### config.mk
export PLATFORM = sky130hd
export DESIGN_NAME = pdiv_bank
export DESIGN_NICKNAME = d
export VERILOG_FILES = /design/src/rtl/pdiv_pkg.sv /design/src/rtl/pdiv_ratio_fix.sv /design/src/rtl/pdiv_ctrl_reg.sv /design/src/rtl/pdiv_dom_div.sv /design/src/rtl/pdiv_bank.sv
export SDC_FILE = /design/constraint.sdc
export NUM_CORES = 1
export LEC_CHECK = 0
export ABC_AREA = 1
export CAP_MARGIN = 0
export CORE_UTILIZATION = 60
export DETAILED_ROUTE_END_ITERATION = 10
export DONT_BUFFER_PORTS = 1
export GPL_ROUTABILITY_DRIVEN = 0
export GPL_TIMING_DRIVEN = 0
export PLACE_DENSITY = 0.74
export REMOVE_ABC_BUFFERS = 1
export SYNTH_ARGS = -nofsm -noshare
export SYNTH_HDL_FRONTEND = slang
export SYNTH_SLANG_ARGS = --single-unit
### constraint.sdc
create_clock -name clk -period 4.8 [get_ports clk]
set_input_delay 0.24 -clock clk [delete_from_list [all_inputs] [get_ports clk]]
set_output_delay 0.24 -clock clk [all_outputs]
set_load 0.05 [all_outputs]
### src/rtl/pdiv_pkg.sv
// pdiv_pkg: shared sizes and domain indices for the divider bank.
// Assumes six domains, each with an exponent field of EXP_W bits packed from bit 0 upward.
package pdiv_pkg;
    localparam int EXP_W    = 2;
    localparam int NUM_DOM  = 6;
    localparam int CTRL_W   = 16;

    // Domain index equals field slot: field i occupies bits [i*EXP_W +: EXP_W].
    localparam int IDX_PER  = 0;
    localparam int IDX_DISP = 1;
    localparam int IDX_CPU  = 2;
    localparam int IDX_COP  = 3;
    localparam int IDX_TC   = 4;
    localparam int IDX_MMU  = 5;
endpackage

### src/rtl/pdiv_ratio_fix.sv
// pdiv_ratio_fix: combinational correction of a raw control word.
// Applies, in order: MMU clamp to [cop, cop+1], traffic-controller raise,
// then display/peripheral raise. Bits above the exponent fields pass through.
// Assumes CTRL_W >= NUM_DOM*EXP_W.
module pdiv_ratio_fix
    import pdiv_pkg::*;
#(
    parameter int P_EXP_W  = EXP_W,
    parameter int P_CTRL_W = CTRL_W
) (
    input  logic [P_CTRL_W-1:0] raw_i,
    output logic [P_CTRL_W-1:0] fixed_o
);
    localparam int WW = P_EXP_W + 1;

    logic [WW-1:0] e_per, e_disp, e_cpu, e_cop, e_tc, e_mmu;
    logic [WW-1:0] cop_plus1;
    logic [WW-1:0] mmu_fix, tc_fix, disp_fix, per_fix;

    // Extract each field one bit wider, so that cop+1 cannot overflow.
    always_comb begin
        e_per  = {1'b0, raw_i[IDX_PER *P_EXP_W +: P_EXP_W]};
        e_disp = {1'b0, raw_i[IDX_DISP*P_EXP_W +: P_EXP_W]};
        e_cpu  = {1'b0, raw_i[IDX_CPU *P_EXP_W +: P_EXP_W]};
        e_cop  = {1'b0, raw_i[IDX_COP *P_EXP_W +: P_EXP_W]};
        e_tc   = {1'b0, raw_i[IDX_TC  *P_EXP_W +: P_EXP_W]};
        e_mmu  = {1'b0, raw_i[IDX_MMU *P_EXP_W +: P_EXP_W]};
        cop_plus1 = e_cop + WW'(1);
    end

    // Stage 1: clamp the MMU exponent into the window [cop, cop+1].
    always_comb begin
        mmu_fix = e_mmu;
        if (mmu_fix < e_cop)     mmu_fix = e_cop;
        if (mmu_fix > cop_plus1) mmu_fix = cop_plus1;
    end

    // Stage 2: raise the traffic controller to the CPU and corrected MMU exponents.
    always_comb begin
        tc_fix = e_tc;
        if (tc_fix < e_cpu)   tc_fix = e_cpu;
        if (tc_fix < mmu_fix) tc_fix = mmu_fix;
    end

    // Stage 3: raise display and peripheral to the corrected traffic controller.
    always_comb begin
        disp_fix = (e_disp < tc_fix) ? tc_fix : e_disp;
        per_fix  = (e_per  < tc_fix) ? tc_fix : e_per;
    end

    // Reassemble the word: untouched upper bits, corrected fields below.
    always_comb begin
        fixed_o = raw_i;
        fixed_o[IDX_PER *P_EXP_W +: P_EXP_W] = per_fix[P_EXP_W-1:0];
        fixed_o[IDX_DISP*P_EXP_W +: P_EXP_W] = disp_fix[P_EXP_W-1:0];
        fixed_o[IDX_TC  *P_EXP_W +: P_EXP_W] = tc_fix[P_EXP_W-1:0];
        fixed_o[IDX_MMU *P_EXP_W +: P_EXP_W] = mmu_fix[P_EXP_W-1:0];
    end
endmodule

### src/rtl/pdiv_ctrl_reg.sv
// pdiv_ctrl_reg: holds the corrected word for readback (shadow), and the
// word that drives the dividers (active). Active is reloaded from the newest
// word only on a common-wrap cycle. Assumes boundary_i is high only when
// every divider counter is at its final count.
module pdiv_ctrl_reg #(
    parameter int P_CTRL_W = pdiv_pkg::CTRL_W
) (
    input  logic                clk,
    input  logic                rst_n,
    input  logic                wr_en,
    input  logic [P_CTRL_W-1:0] fixed_i,
    input  logic                boundary_i,
    output logic [P_CTRL_W-1:0] shadow_o,
    output logic [P_CTRL_W-1:0] active_o
);
    // Shadow register: captures every corrected write.
    always_ff @(posedge clk) begin
        if (!rst_n)     shadow_o <= '0;
        else if (wr_en) shadow_o <= fixed_i;
    end

    // Active register: adopts the newest word at a common wrap; a same-cycle write wins.
    always_ff @(posedge clk) begin
        if (!rst_n)          active_o <= '0;
        else if (boundary_i) active_o <= wr_en ? fixed_i : shadow_o;
    end

    assert_hold_off_boundary_R8: assert property (@(posedge clk) disable iff (!rst_n)
        !boundary_i |=> $stable(active_o));

    assert_readback_next_R8: assert property (@(posedge clk) disable iff (!rst_n)
        wr_en |=> (shadow_o == $past(fixed_i)));
endmodule

### src/rtl/pdiv_dom_div.sv
// pdiv_dom_div: one power-of-two divider. Counts 0 .. 2^exp-1 and strobes at
// count zero. Assumes exp_i changes only on a cycle where at_last_o is high.
module pdiv_dom_div #(
    parameter int P_EXP_W = pdiv_pkg::EXP_W,
    parameter int P_CNT_W = (1 << P_EXP_W) - 1
) (
    input  logic               clk,
    input  logic               rst_n,
    input  logic [P_EXP_W-1:0] exp_i,
    output logic               tick_o,
    output logic               at_last_o
);
    logic [P_CNT_W-1:0] cnt;
    logic [P_CNT_W-1:0] last_val;

    // Final count 2^exp-1; for the largest exp the shift wraps to zero, leaving all ones.
    assign last_val  = (P_CNT_W'(1) << exp_i) - P_CNT_W'(1);
    assign at_last_o = (cnt == last_val);
    assign tick_o    = (cnt == '0);

    // Divide counter: wraps to zero after the final count.
    always_ff @(posedge clk) begin
        if (!rst_n)         cnt <= '0;
        else if (at_last_o) cnt <= '0;
        else                cnt <= cnt + P_CNT_W'(1);
    end

    assert_cnt_in_range_R7: assert property (@(posedge clk) disable iff (!rst_n)
        cnt <= last_val);

    assert_tick_after_wrap_R7: assert property (@(posedge clk) disable iff (!rst_n)
        at_last_o |=> tick_o);
endmodule

### src/rtl/pdiv_bank.sv
// pdiv_bank: constrained power-of-two clock divider bank, top level.
// Corrects written control words, exposes the corrected word, and drives one
// divider per domain. A new setting is adopted only when every counter wraps
// together. Assumes synchronous rst_n and wr_en.
module pdiv_bank
    import pdiv_pkg::*;
#(
    parameter int P_EXP_W  = EXP_W,
    parameter int P_CTRL_W = CTRL_W
) (
    input  logic                clk,
    input  logic                rst_n,
    input  logic                wr_en,
    input  logic [P_CTRL_W-1:0] wr_data,
    output logic [P_CTRL_W-1:0] rd_data,
    output logic [NUM_DOM-1:0]  dom_tick
);
    localparam int FIELD_BITS = NUM_DOM * P_EXP_W;
    localparam int CNT_W      = (1 << P_EXP_W) - 1;

    logic [P_CTRL_W-1:0] fixed_word;
    logic [P_CTRL_W-1:0] active_word;
    logic [NUM_DOM-1:0]  at_last;
    logic                boundary;

    // Common wrap: every domain counter at its final count in the same cycle.
    assign boundary = &at_last;

    pdiv_ratio_fix #(.P_EXP_W(P_EXP_W), .P_CTRL_W(P_CTRL_W)) u_fix (
        .raw_i   (wr_data),
        .fixed_o (fixed_word)
    );

    pdiv_ctrl_reg #(.P_CTRL_W(P_CTRL_W)) u_ctrl (
        .clk        (clk),
        .rst_n      (rst_n),
        .wr_en      (wr_en),
        .fixed_i    (fixed_word),
        .boundary_i (boundary),
        .shadow_o   (rd_data),
        .active_o   (active_word)
    );

    for (genvar d = 0; d < NUM_DOM; d++) begin : g_dom
        pdiv_dom_div #(.P_EXP_W(P_EXP_W), .P_CNT_W(CNT_W)) u_div (
            .clk       (clk),
            .rst_n     (rst_n),
            .exp_i     (active_word[d*P_EXP_W +: P_EXP_W]),
            .tick_o    (dom_tick[d]),
            .at_last_o (at_last[d])
        );
    end

    assert_mmu_floor_R3: assert property (@(posedge clk) disable iff (!rst_n)
        rd_data[IDX_MMU*P_EXP_W +: P_EXP_W] >= rd_data[IDX_COP*P_EXP_W +: P_EXP_W]);

    assert_mmu_ceiling_R3: assert property (@(posedge clk) disable iff (!rst_n)
        {1'b0, rd_data[IDX_MMU*P_EXP_W +: P_EXP_W]} <=
        ({1'b0, rd_data[IDX_COP*P_EXP_W +: P_EXP_W]} + (P_EXP_W+1)'(1)));

    assert_tc_slowest_core_R4: assert property (@(posedge clk) disable iff (!rst_n)
        (rd_data[IDX_TC*P_EXP_W +: P_EXP_W] >= rd_data[IDX_CPU*P_EXP_W +: P_EXP_W]) &&
        (rd_data[IDX_TC*P_EXP_W +: P_EXP_W] >= rd_data[IDX_MMU*P_EXP_W +: P_EXP_W]));

    assert_periph_below_tc_R5: assert property (@(posedge clk) disable iff (!rst_n)
        (rd_data[IDX_DISP*P_EXP_W +: P_EXP_W] >= rd_data[IDX_TC*P_EXP_W +: P_EXP_W]) &&
        (rd_data[IDX_PER *P_EXP_W +: P_EXP_W] >= rd_data[IDX_TC*P_EXP_W +: P_EXP_W]));

    assert_upper_pass_R2: assert property (@(posedge clk) disable iff (!rst_n)
        wr_en |=> (rd_data[P_CTRL_W-1:FIELD_BITS] == $past(wr_data[P_CTRL_W-1:FIELD_BITS])));

    assert_core_fields_kept_R6: assert property (@(posedge clk) disable iff (!rst_n)
        wr_en |=> (rd_data[IDX_CPU*P_EXP_W +: P_EXP_W] == $past(wr_data[IDX_CPU*P_EXP_W +: P_EXP_W])) &&
                  (rd_data[IDX_COP*P_EXP_W +: P_EXP_W] == $past(wr_data[IDX_COP*P_EXP_W +: P_EXP_W])));
endmodule

==> key figures <==
Status
  – Status: complete, no violations

Layout
  – Final nets: about 360
  – Post-Layout Inst Area: approximately 0.0025 mm²
  – Layout cell share with drive strength beyond 1: 9.97%
  – P&R area growth vs syn: 3.27%
  – Most frequent cells in the layout: 56 x nor2_1, 51 x inv_1, 46 x dfxtp_1
  – Filler Cell Count: roughly 340
  – Fin cells: 369
  – Most common cell after layout, fill and taps aside: nor2_1
  – Antenna cells: 0

Global route
  – Vias in the first global route: between 1500 and 2000
  – GR Overflow Total: 0
  – Largest net degree at the start of global routing: 27
  – Global-route wire length before repair: approximately 7.3 mm
  – Total GRT Usage: about 22%
  – Antenna violations before repair: 0

Floorplan
  – Core outline area: approximately 0.0038 mm²
  – Initial core utilization: 64.5%
  – IO Pins: ~40
  – Die Wd: roughly 66 µm
  – Die footprint: between 0.004 and 0.005 mm²
  – Rows: 22
  – Die H: between 60 and 70 µm

STA
  – Endpoints failing setup: 0
  – RSZ-0062 raised after global routing: false
  – FMAX: 0.419 GHz
  – Final Cycle Share: between 40% and 50%
  – Hold WS: just over 0.05 ns
  – Final Hold Fails: 0
  – Sum of negative setup slack: 0 ns
  – Slew Viols, Final: 0
  – Setup ws final: 2.42 ns
  – Skew final: 0.00250 ns
  – Period minus WS final: 2.38 ns
  – Pin slew with the least headroom to its limit: 0.883 ns
  – Relative slew margins: 40.9%

Placement
  – Worst slack, placed: between 2 and 2.5 ns
  – Port Buf Inserts: 0
  – Cells after DPL: approximately 360
  – Post-DP Area: between 0.002 and 0.0025 mm²
  – Dpl hpwl: around 3.1 mm

Clock network
  – Clock root buffer: clkbuf_8
  – Reg clk slew, reported paths: roughly 0.08 ns
  – CTS tree: built
  – Clk_lat worst skew: 0.30 ns
  – CTS Sinks: 46
  – CTS resizes: 0
  – Total CTS buffers: 5
  – Maximum buffer depth of the clock tree: 2
  – Post-CTS Setup Repair Bufs: 0
  – CTS H-tree lvls: 2
  – Cts hold-fix bufs: 0

Yosys
  – Yosys warnings: 0
  – Cell taking the most area after synthesis: dfxtp_1
  – Top cell type's share of synthesized area: 37.6%
  – Post-synthesis cell type count: 34
  – Syn Inst Count: around 330
  – Area contributors post-synth: dfxtp_1 38%, ha_1 10%, nor2_1 8.6%
  – Flops & latches, synth: 46
  – Synth Area per Inst: 7.52 µm²
  – Seq/Total Area, Yosys: a little under two fifths
  – Synth Cell Area: 0.00245 mm²

Min path
  – HP Start: rst_n
  – Min-delay worst type: in -> reg

Setup path
  – CP Capture Type: flop
  – CP Data Arrival Time: around 2.6 ns
  – Crit path max fanout: 4
  – CP Data Required Time: 5.00 ns
  – Crit path launch type: primary input
  – Origin of the worst setup path: wr_data[7]
  – Worst r2r src: u_ctrl.active_o[4]
  – Setup CP Type: in -> reg

Power
  – LEAKAGE: between 1 and 1.5 nW
  – VDD IR max: 301 µV
  – PD cells: a little over 600 mW/mm²

Routing
  – DRT Pass-1 Iters: 4
  – Avg WL per Cell: between 10 and 15 µm
  – Routed Antenna Nets: 0
  – Vias per cell: approximately 5.1
  – Drt total wl: approximately 4.2 mm
  – DRC viols: 0
  – Initial DRC count: between 70 and 80
  – Vias: approximately 1900

Flow run
  – Max Cap Viol: 0
-- worst max-delay path, stage by stage --
cell and delay [ns]:
inv_1 0.05, ha_1 0.29, nand2_1 0.06, nand2_1 0.04
nand2_1 0.07, inv_1 0.05, ha_1 0.28, a21oi_2 0.14
nand2_1 0.10, o21ai_1 0.16, inv_1 0.09, ha_1 0.29
nand2_2 0.08, nand2_2 0.08, nand2_1 0.07, nand2_2 0.07
nand2_1 0.09, nor2_1 0.18, o21ai_2 0.06, nand2_1 0.07
inv_1 0.03
-- kinds of logic (layout without fill, tap and decap cells) --
| family | after synthesis | after routing | share of synthesized area (%) |
|---|---|---|---|
| mux | 1 | 1 | 0.408 |
| compound gates | 55 | 55 | 13.5 |
| flops | 46 | 46 | 37.6 |
| simple gates | 126 | 126 | 22.5 |
| buf+inv | 69 | 64 | 12.6 |
| fa+ha+maj | 20 | 20 | 10.2 |
| xor+xnor | 9 | 9 | 3.22 |
-- final timing paths --
| path | end | slack [ns] | cells past startpoint |
|---|---|---|---|
| worst max-delay path | u_ctrl.active_o[1] | 2.42 | 21 |
| worst min-delay path | u_ctrl.active_o[10] | 0.05 | 2 |
| worst max register to register | u_ctrl.active_o[7] | 3.18 | 10 |
| worst min register to register | g_dom[0].u_div.cnt[0] | 0.48 | 1 |
-- through the flow --
step / util, % / total power [W]
detailed placement: 63.7 / 0.00128
finish: 66.6 / 0.00155
global placement: 63.7 / 0.00127
global route: 66.6 / 0.00168
floorplan: - / 0.00117
CTS: 66.6 / 0.00157
-- cells in the mapped netlist --
master,count
nand3_1,7
inv_1,51
o31ai_1,2
a211oi_1,1
nand2_2,9
a21boi_0,1
or2_2,2
nor2_1,56
a21oi_1,14
nand3b_1,1
inv_2,4
a21oi_2,4
nand2_8,1
and2_4,1
buf_12,1
clkbuf_1,4
inv_8,1
o21ai_0,12
dfxtp_1,46
o21a_1,5
o211ai_1,2
xnor2_1,8
o21ai_1,7
o22ai_1,5
o21ai_2,2
buf_4,6
buf_2,2
nand4_1,2
xor2_1,1
mux2i_1,1
nor2_4,1
nand2_1,42
nor3_1,4
ha_1,20
-- per-layer routing --
layer,global-route usage [%],routed length (µm)
met1,23.9,1920
met2,38.1,1920
met3,7.24,300
met4,10.6,66
met5,0,0
-- state kept, by name, indices dropped and copies added, names as in the netlist --
signal / count
g_dom.u_div.cnt: 18
u_ctrl.active_o: 12
u_ctrl.shadow_o: 16
-- where the power goes --
part           internal [W]  switching [W]  total (W)
clock network      0.000155       0.000130   0.000286
logic              0.000234       0.000460   0.000694
registers          0.000462       0.000112   0.000574
-- area by class of cell --
class / instances / area (µm²) / area share (%)
Multi-Input combinational cell: 211 / 1220 / 48.3
Sequential cell: 46 / 921 / 36.4
Inverter: 56 / 218 / 8.60
Clock buffer: 6 / 72.6 / 2.87
Tap cell: 48 / 60.1 / 2.37
Clock inverter: 2 / 37.5 / 1.48
No activity file was read; power rests on OpenSTA's default activity.
